**config.mk**
```make
export PLATFORM = sky130hd
export DESIGN_NAME = intclk_selector
export DESIGN_NICKNAME = d
export VERILOG_FILES = /design/src/rtl/intclk_pkg.sv /design/src/rtl/intclk_ctrl_reg.sv /design/src/rtl/intclk_lane.sv /design/src/rtl/intclk_selector.sv
export SDC_FILE = /design/constraint.sdc
export NUM_CORES = 1
export LEC_CHECK = 0
export BUFFER_PORTS_ARGS = -buffer_cell sky130_fd_sc_hd__buf_2
export CAP_MARGIN = 10
export CORE_MARGIN = 3
export CORE_UTILIZATION = 61
export CTS_CLUSTER_SIZE = 10
export DETAILED_ROUTE_END_ITERATION = 7
export PLACE_DENSITY = 0.82
export SETUP_SLACK_MARGIN = 0.02
export SYNTH_ARGS = -nofsm -noshare
export SYNTH_HDL_FRONTEND = slang
export SYNTH_HIERARCHICAL = 1
export SYNTH_SLANG_ARGS = --single-unit
```
**constraint.sdc**
```tcl
create_clock -name clk -period 4.7 [get_ports clk]
set_input_delay 0.705 -clock clk [delete_from_list [all_inputs] [get_ports clk]]
set_output_delay 0.705 -clock clk [all_outputs]
set_load 0.01 [all_outputs]
```
**src/rtl/intclk_pkg.sv**
```systemverilog
package intclk_pkg;

  localparam int FIELD_W   = 5;
  localparam int SRC_W     = 3;
  localparam int DIV_W     = 2;
  localparam int MAX_RATIO = 4;
  localparam int CNT_W     = $clog2(MAX_RATIO);

  typedef struct packed {
    logic [SRC_W-1:0] src;
    logic [DIV_W-1:0] div;
  } lane_cfg_t;

  // Ratio for a divide code; the extended table turns code 2 into 3.
  function automatic logic [CNT_W:0] ratio_of(input logic [DIV_W-1:0] code,
                                              input bit ext);
    logic [CNT_W:0] r;
    case (code)
      2'd0:    r = (CNT_W+1)'(1);
      2'd1:    r = (CNT_W+1)'(4);
      2'd2:    r = ext ? (CNT_W+1)'(3) : (CNT_W+1)'(1);
      default: r = (CNT_W+1)'(2);
    endcase
    return r;
  endfunction

  // Count value reached on the tick that closes a period.
  function automatic logic [CNT_W-1:0] final_count(input logic [DIV_W-1:0] code,
                                                   input bit ext);
    logic [CNT_W:0] r;
    r = ratio_of(code, ext) - 1'b1;
    return r[CNT_W-1:0];
  endfunction

endpackage

```
**src/rtl/intclk_ctrl_reg.sv**
```systemverilog
module intclk_ctrl_reg #(
  parameter int REG_W = 32
) (
  input  logic             clk,
  input  logic             rst_n,
  input  logic             we,
  input  logic [REG_W-1:0] wdata,
  output logic [REG_W-1:0] q
);

  always_ff @(posedge clk) begin
    if (!rst_n)  q <= '0;
    else if (we) q <= wdata;
  end

endmodule

```
**src/rtl/intclk_lane.sv**
```systemverilog
module intclk_lane
  import intclk_pkg::*;
#(
  parameter int SRC_N   = 7,
  parameter bit EXT_DIV = 1'b0
) (
  input  logic                clk,
  input  logic                rst_n,
  input  logic [SRC_N-1:0]    src_tick,
  input  logic [FIELD_W-1:0]  field,
  output logic                tick_o,
  output logic                load_o,
  output logic                en_o,
  output logic [FIELD_W-1:0]  cfg_o
);

  lane_cfg_t        act;
  logic [CNT_W-1:0] cnt;
  logic             sel_tick;
  logic             period_end;

  // Source mux: code k selects strobe k-1, code 0 selects nothing.
  always_comb begin
    sel_tick = 1'b0;
    for (int k = 0; k < SRC_N; k++) begin
      if (act.src == SRC_W'(k + 1)) sel_tick = src_tick[k];
    end
  end

  assign en_o       = (act.src != '0);
  assign period_end = sel_tick && (cnt == final_count(act.div, EXT_DIV));
  assign load_o     = !en_o || period_end;
  assign cfg_o      = act;

  always_ff @(posedge clk) begin
    if (!rst_n) begin
      act    <= '0;
      cnt    <= '0;
      tick_o <= 1'b0;
    end else begin
      tick_o <= en_o && period_end;
      if (load_o) begin
        act <= lane_cfg_t'(field);
        cnt <= '0;
      end else if (sel_tick) begin
        cnt <= cnt + 1'b1;
      end
    end
  end

endmodule

```
**src/rtl/intclk_selector.sv**
```systemverilog
module intclk_selector
  import intclk_pkg::*;
#(
  parameter int LANES   = 6,
  parameter int REG_W   = 32,
  parameter bit EXT_DIV = 1'b0
) (
  input  logic             clk,
  input  logic             rst_n,
  input  logic             cfg_we,
  input  logic [REG_W-1:0] cfg_wdata,
  output logic [REG_W-1:0] cfg_rdata,
  input  logic [LANES:0]   src_tick,
  output logic [LANES-1:0] out_tick
);

  localparam int SRC_N  = LANES + 1;
  localparam int USED_W = LANES * FIELD_W;

  logic [LANES-1:0]  lane_en;
  logic [LANES-1:0]  lane_load;
  logic [USED_W-1:0] lane_cfg;

  intclk_ctrl_reg #(.REG_W(REG_W)) u_reg (
    .clk   (clk),
    .rst_n (rst_n),
    .we    (cfg_we),
    .wdata (cfg_wdata),
    .q     (cfg_rdata)
  );

  for (genvar i = 0; i < LANES; i++) begin : g_lane
    intclk_lane #(.SRC_N(SRC_N), .EXT_DIV(EXT_DIV)) u_lane (
      .clk      (clk),
      .rst_n    (rst_n),
      .src_tick (src_tick),
      .field    (cfg_rdata[i*FIELD_W +: FIELD_W]),
      .tick_o   (out_tick[i]),
      .load_o   (lane_load[i]),
      .en_o     (lane_en[i]),
      .cfg_o    (lane_cfg[i*FIELD_W +: FIELD_W])
    );
  end

endmodule

```
### After elaboration in Yosys (flattened, before gate mapping)

Cells that the tools add are included.

| word-level totals | value |
|---|---|
| register bits after elaboration | 80 |
| input bits | 42 |
| output and inout port bits | 38 |
| word-level logic and storage cells | 194 |

| operators by class | value |
|---|---|
| add/subtract/negate cells | 12 |
| equal/unequal tests | 60 |
| multiplexer cells | 48 |
| bitwise gates (word level) | 1 |
| reductions and logical operators | 48 |

Operators by type and width:

| kind | count |
|---|---|
| == test 3 bit (second input constant) | 24 |
| 2-to-1 mux 1 bit | 42 |
| == test 3 x 2 -> 1 bit (second input constant) | 12 |
| case mux 2 bit (2 select lines) | 6 |
| OR reduction 2 bit | 12 |
| == test 3 x 1 -> 1 bit (second input constant) | 6 |
| nonzero test 3 bit | 6 |
| adder 2 x 1 -> 2 bit (second input constant) | 6 |
| == test 2 x 1 -> 1 bit (second input constant) | 6 |
| == test 2 bit | 6 |
| == test 2 bit (second input constant) | 6 |
| logical AND 1 bit | 12 |
| zero test 2 bit | 6 |
| subtractor 2 x 1 -> 2 bit (second input constant) | 6 |
| zero test 1 bit | 6 |
| logical OR 1 bit | 6 |
| NOT 1 bit | 1 |

### Logic depth before layout (Yosys ltp)

Gate-level depths: netlist (run 1).

| logic depth | value |
|---|---|
| depth in word-level cells | 11 |
| gate-level depth with buffers | 6 |
| gate-level depth less buffers | 5 |

### By module

Netlist (run 1), hierarchy kept.

Modules (own cells, without submodules):

| module | times used | cells an instance | area an instance (µm²) | sequential area each (µm²) |
|---|---|---|---|---|
| intclk_lane | 6 | 66 | 560.5 | 160.2 |
| intclk_ctrl_reg | 1 | 103 | 1243.7 | 640.6 |

### Least setup slack after synthesis (run 1)

Ideal clock, no wire load.

| path | value |
|---|---|
| kind | in2reg |
| start point | input src_tick[6] |
| end point | register g_lane[0].u_lane.cnt[1] |
| library setup time | 0.060 ns |
| arrival | 1.841 ns |
| data required time | 4.640 ns |
| slack | 2.799 ns |
| cell stages on the path | 4 |
| path buffers | 0 |
| path through | mux2_2 -> mux4_2 -> a211o_1 -> nand2_1 |

| on the way | value |
|---|---|
| word-level cells in the longest chain between the ends | 4 |

Ends and longest elaborated chain:

| element | line | source |
|---|---|---|
| start: declaration | intclk_selector.sv:13 | `input logic [LANES:0] src_tick,` |
| 2-to-1 mux 1 bit * | intclk_lane.sv:26 | `if (act.src == SRC_W'(k + 1)) sel_tick = src_tick[k];` |
| logical AND 1 bit | intclk_lane.sv:31 | `assign period_end = sel_tick && (cnt == final_count(act.div, EXT_DIV));` |
| logical OR 1 bit | intclk_lane.sv:32 | `assign load_o = !en_o \|\| period_end;` |
| OR reduction 2 bit (no source line) | - |  |
| end signal: assignment | intclk_lane.sv:46 | `cnt <= cnt + 1'b1;` |
| end: declaration | intclk_lane.sv:18 | `logic [CNT_W-1:0] cnt;` |

Mark *: on every way between the ends. The rest lies on a longest branch, timed or not.
A chain may end at the register's enable or synchronous reset.

### Worst setup path after layout (run 1)

| path | value |
|---|---|
| start point | register g_lane[0].u_lane.act, in the netlist g_lane[0].u_lane/cfg_o[3] |
| end point | register g_lane[0].u_lane.cnt[1] |

| on the way | value |
|---|---|
| word-level cells in the longest chain between the ends | 11 |
| elaborated cells on any way between the ends | 19 |
| those cells by class | eq/ne (7); mux (7); reduce/logical (5) |

Ends and longest elaborated chain:

| element | line | source |
|---|---|---|
| start: declaration | intclk_lane.sv:17 | `lane_cfg_t act;` |
| start signal: assignment | intclk_lane.sv:43 | `act <= lane_cfg_t'(field);` |
| == test 3 x 1 -> 1 bit | intclk_lane.sv:26 |  |
| 2-to-1 mux 1 bit (7 in a row) | intclk_lane.sv:26 |  |
| logical AND 1 bit | intclk_lane.sv:31 |  |
| logical OR 1 bit | intclk_lane.sv:32 |  |
| OR reduction 2 bit (no source line) | - |  |

Parallel ways exist; a longest one is shown, timed or not.

==> impl_results.md, run 1 <==
* Clock transition at path regs at 0.08 ns
* Max H-tree Level at 3
* Hold_buf cts at 0
* Critical path class: reg2reg
* Tcrit/Tclk final at 43.5%
* Syn_area_per_cell at 9.30 um2
* RSZ-0062 raised after global routing: false
* Hold slack at 0.511 ns
* Max-slew violations at 0
* Gate count after technology mapping at 493
* Post-synth net total at 535
* Cell Area, Synth at ~4600 um2
* Power Total at slightly below 0.002 W
* Post-CTS sizing at 0
* Final setup fails at 0
* P per Cell Area at 379 nW/um2
* CTS tree: done
* Width of the die at a little over 90 um
* Clock sink total at 80
* IO Count at 80
* Crit start category: flop
* GRT overflow at 0
* Sum Neg Setup Slack at 0 ns
* Outcome: complete, no violations
* Worst Max-Slew Pin Slew at 0.983 ns
* DIE AREA at around 8600 um2
* Cell Rows at 30
* Avg Vias per Cell at 6.18
* Post-DR wirelength/cell at between 15 and 20 um
* Worst reg-to-reg path cell count at 4
* Crit. End Element: flop
* Final cell count without fillers at about 650
* CORE AREA at 7020 um2
* DRT antenna net count at 0
* Dpl hpwl at 6.98 mm
* Final wirelength at 10.3 mm
* Layout area overhead at 11.5%
* Pin count of the biggest net entering global routing at approximately 120
* Share of post-route cells with drive strength above 1 at 25.8%
* Inserted Diodes at 0
* Worst min path class: reg2reg
* First-pass GRT wire length at about 17 mm
* Routability congestion estimate at 0.766
* Worst Clk Skew at 0.00837 ns
* Tot GR Track Use at 24.5%
* Total CTS buffers at 9
* Fin. Hold Viols at 0
* Final min period at ~2.0 ns
* Worst Path Max Fanout at 12
* Leak at 2.22 nW
* Nets@finish at 595
* Pre-antenna DRT Iters at 5
* Synth Warn # at 6
* Vias in the first global route at ~3800
* Placed insts at 638
* Hold-critical path depth at 2
* Seq. cell area at 1600 um2
* Max VDD drop at 0.000202 V
* Multi-input logic area at 2720 um2
* Peak Freq at between 400 and 500 MHz
* Antenna violations before repair at 0
* Initial Util at 65.3%
* Later-pin clock latency in the skew report at 0.36 ns
* Final WS setup at 2.65 ns
* DRC Markers at 0
* Req. time, crit path at 5.01 ns
* Worst Path Arrival at approximately 2.4 ns
* IO Port Bufs at 79
* Layout fillers at between 500 and 600
* Pre-CTS setup slack at 2.45 ns
* CTS root buf: clkbuf_8
* Worst rel slew slack at 34.5%
* Initial drt markers at between 200 and 300
* CTS max path bufs at 2
* Chip height at 92.7 um
* Post-CTS Setup Inserts at 0
* Max-cap violations at 0
* Vias at just over 4000
cell usage in the layout, fill, tap and decap left out, types with 3 or more instances in the layout:
cell type / instances
o211ai_1: 6
mux2_2: 12
a31oi_1: 18
clkinv_2: 3
and2_2: 6
o31ai_1: 6
and3_1: 24
nand2_1: 42
nand4_1: 30
a31o_2: 6
a21oi_2: 6
xor2_1: 6
nor3_1: 12
clkbuf_8: 10
buf_2: 78
nor2_1: 18
mux4_2: 12
a211o_1: 6
nand3_1: 42
inv_1: 12
mux2i_1: 50
or3_1: 6
and2_1: 6
dfxtp_1: 80
a32oi_1: 18
mux2_4: 6
nor2b_1: 32
layer usage:
layer	global-route usage, %	wire length (um)
met4	8.30	143
met1	30.6	4420
met5	0	0
met3	6.42	529
met2	41.0	5160
area by class of cell:
type | instances | share of cell area (%)
Multi-Input combinational cell | 370 | 53.2
Sequential cell | 80 | 31.3
Clock buffer | 10 | 2.69
Tap cell | 96 | 2.35
Clock inverter | 6 | 1.62
Inverter | 12 | 0.881
Timing Repair Buffer | 80 | 7.93
metrics by stage:
| stage | utilization [%] | cell area [um2] |
|---|---|---|
| 6_report | 72.8 | 5110 |
| 5_1_grt | 72.8 | 5110 |
| 4_1_cts | 72.8 | 5110 |
| 3_5_place_dp | 69.7 | 4890 |
| 3_3_place_gp | 69.7 | 4890 |
| 2_1_floorplan | - | 4580 |
flip-flops by register name, summed over array words and instances, names as in the netlist:
signal and flops:
g_lane.u_lane/cfg_o 30, g_lane.u_lane/cnt 12, u_reg/q 32, g_lane.u_lane/tick_o 6
path summary, 6_finish.rpt:
path	startpoint	end	slack [ns]
max	g_lane[0].u_lane/cfg_o[3]$_SDFFE_PN0P_	g_lane[0].u_lane/cnt[1]$_SDFFE_PP0P_	2.65
min	u_reg/q[8]$_SDFFE_PN0P_	g_lane[1].u_lane/cfg_o[3]$_SDFFE_PN0P_	0.51
max reg2reg	g_lane[0].u_lane/cfg_o[3]$_SDFFE_PN0P_	g_lane[0].u_lane/cnt[1]$_SDFFE_PP0P_	2.65
min reg2reg	u_reg/q[8]$_SDFFE_PN0P_	g_lane[1].u_lane/cfg_o[3]$_SDFFE_PN0P_	0.51
critical path: stages (launching register included):
cell     delay [ns]
dfxtp_1        0.63
mux2_2         0.40
mux4_2         0.58
a211o_1        0.33
nand2_1        0.05
power breakdown:
part	switching [W]	internal (W)	total [W]
registers	0.000113	0.000746	0.000859
logic	0.000287	0.000233	0.000521
clock network	0.000246	0.000311	0.000556
No activity file was read; power rests on OpenSTA's default activity.
==> run 2: changes to the inputs <==
- CORE_UTILIZATION: 61 -> 57
- PLACE_DENSITY: 0.82 -> 0.77
- clock period: 4.7 -> 2.1 ns (I/O delays scaled with it)
==> run 2 against run 1 <==
Largest cell class unchanged. Clock power is 110% higher. Via count is 0.84% higher. Die area grew 6.6%. Highest routed layer unchanged. Flip-flop and latch count unchanged. Sequential share of layout area decreased by 0.55 points. Cell area increased by 1.9%. Clock-buffer cell count increased by 3. Hold slack got worse by 0.30 ns. Global-route usage fell by 1.3 points. First-iteration DRC count fell by 30%.
==> impl_results.md, run 2 (synthesized netlist as in run 1, its figures left out) <==
* Slowest Stage Delay on Critical Path at about 0.59 ns
* Combinational share of power at 29.4%
* Sw frac at 33.4%
* DRT antenna net count at 0
* Tot GR Track Use at 23.2%
* Clock transition at path regs at roughly 0.080 ns
* Critical path class: reg2reg
* Vias at between 4000 and 5000
* Worst Max-Slew Pin Slew at 0.660 ns
* Worst Path Arrival at 2.27 ns
* Nets@finish at 608
* Fin. Hold Viols at 0
* Net switching power at roughly 0.0014 W
* Peak Freq at about 510 MHz
* Leak at 2.28 nW
* Final WS setup at 0.127 ns
* Most frequent cells in the layout: dfxtp_1, buf_2, mux2i_1, nand2_1, nand3_1
* Layout fillers at 634
* Crit path max-delay family: multiplexers
* Crit start category: flop
* Worst rel slew slack at between 50% and 60%
* Final wirelength at 10.3 mm
* Pint at 0.00289 W
* Max VDD drop at 0.000426 V
* Cell Rows at 32
* Max-cap violations at 0
* Slowest cell on the critical path: mux4_2
* Dpl hpwl at between 6 and 7 mm
* Largest reg by FF count: u_reg/q
* Cell Chain, Critical Path: mux2_2 -> mux4_2 -> a211o_1 -> nand2_1
* Worst Clk Skew at slightly below 0.01 ns
* Tcrit/Tclk final at 94.0%
* Layout area overhead at 13.7%
* Worst min path class: in2reg
* Outcome: complete, no violations
* CP bufs+invs at 0
* Final min period at 1.97 ns
* CORE AREA at 7770 um2
* Clock sink total at 80
* Width of the die at around 96 um
* Fin util at 67.1%
* Req. time, crit path at between 2 and 2.5 ns
* Sum Neg Setup Slack at 0 ns
* Fin area at 5210 um2
* Placed Area at around 5000 um2
* Max-slew violations at 0
* Crit. End Element: flop
* Pre-antenna DRT Iters at 5
* IO Port Bufs at 79
* DRC Markers at 0
* Start of the worst register-to-register path: g_lane[4].u_lane/cfg_o[3]$_SDFFE_PN0P_
* Pin count of the biggest net entering global routing at 56
* IO Count at 80
* Vias in the first global route at 3742
* Share of post-route cells with drive strength above 1 at between 20 and 30%
* Inserted Diodes at 0
* Post-CTS Setup Inserts at 0
* CTS root buf: clkbuf_8
* GRT overflow at 0
* Total CTS buffers at 9
* Worst Path Max Fanout at 9
* Routability congestion estimate at 0.810
* P per Cell Area at 832 nW/um2
* Initial drt markers at around 210
* Chip height at ~96 um
* CTS tree: done
* Final setup fails at 0
* DIE AREA at 9150 um2
* Seq pwr share at between 40% and 50%
* Clock share of power at 26.4%
* Later-pin clock latency in the skew report at 0.35 ns
* Avg Vias per Cell at 6.05
* First-pass GRT wire length at approximately 17 mm
* Crit. Startpoint: g_lane[4].u_lane/cfg_o[3]$_SDFFE_PN0P_
* CTS max path bufs at 2
* Post-DR wirelength/cell at about 15 um
* Antenna violations before repair at 0
* Pre-CTS setup slack at 0.109 ns
* RSZ-0062 raised after global routing: false
* Initial Util at about three fifths
* Max reg flops at 32
* Hold_sp: cfg_wdata[27]
* Max H-tree Level at 3
[run 2: cell type report]
class                   instances  area, um2  share of cell area, %
clock buffers                  13        159                   3.05
clock inverters                 3       40.0                  0.768
inverters                      12       45.0                  0.864
multi-input cells             370       2720                   52.2
flip-flops and latches         80       1600                   30.8
well taps                     102        128                   2.45
repair buffers                 93        515                   9.89
[run 2: final timing paths]
path / to / slack [ns] / cells after the start
hold / removal: u_reg/q[27]$_SDFFE_PN0P_ / 0.21 / 3
hold reg to reg: g_lane[5].u_lane/cfg_o[1]$_SDFFE_PN0P_ / 0.52 / 2
setup / recovery: g_lane[4].u_lane/cnt[1]$_SDFFE_PP0P_ / 0.13 / 4
setup reg to reg: g_lane[4].u_lane/cnt[1]$_SDFFE_PP0P_ / 0.13 / 4
[run 2: per-layer routing]
metal  wire length, um  vias to the layer above  global-route usage (%)  part of all wire, %
met5                 0                        -                       0                    0
met4                78                        0                    5.81                 0.76
met3               570                        8                    5.29                  5.5
met2              4920                      134                    37.5                   48
met1              4710                     1927                    31.5                   46
li1                  -                     2004                       -                    -
[run 2: repair_timing]
action | CTS | global route
hold buffers | 0 | 0
setup endpoints to repair | 0 | 2
resized for setup | 0 | 2
[run 2: power groups by stage]
stage | clock network [W] | logic (W) | registers, W
2_1_floorplan | 0 | 0.00101 | 0.00184
3_3_place_gp | 0 | 0.00121 | 0.00193
3_5_place_dp | 0 | 0.00125 | 0.00194
4_1_cts | 0.00117 | 0.00126 | 0.00191
5_1_grt | 0.00124 | 0.00141 | 0.00195
6_report | 0.00115 | 0.00128 | 0.00191
[run 2: tightest hold or removal path, delay by kind of cell]
kind	cells	cell delay, ns
AND/OR/NAND/NOR	1	0.09
buffers and inverters	1	0.07
multiplexers	1	0.05
[run 2: metrics by stage]
step                cells  hold slack [ns]  power (W)
floorplan             493            0.443    0.00285
global placement      657            0.494    0.00314
detailed placement    657            0.505    0.00320
CTS                   673            0.209    0.00434
global route          673            0.206    0.00459
finish                673            0.213    0.00433
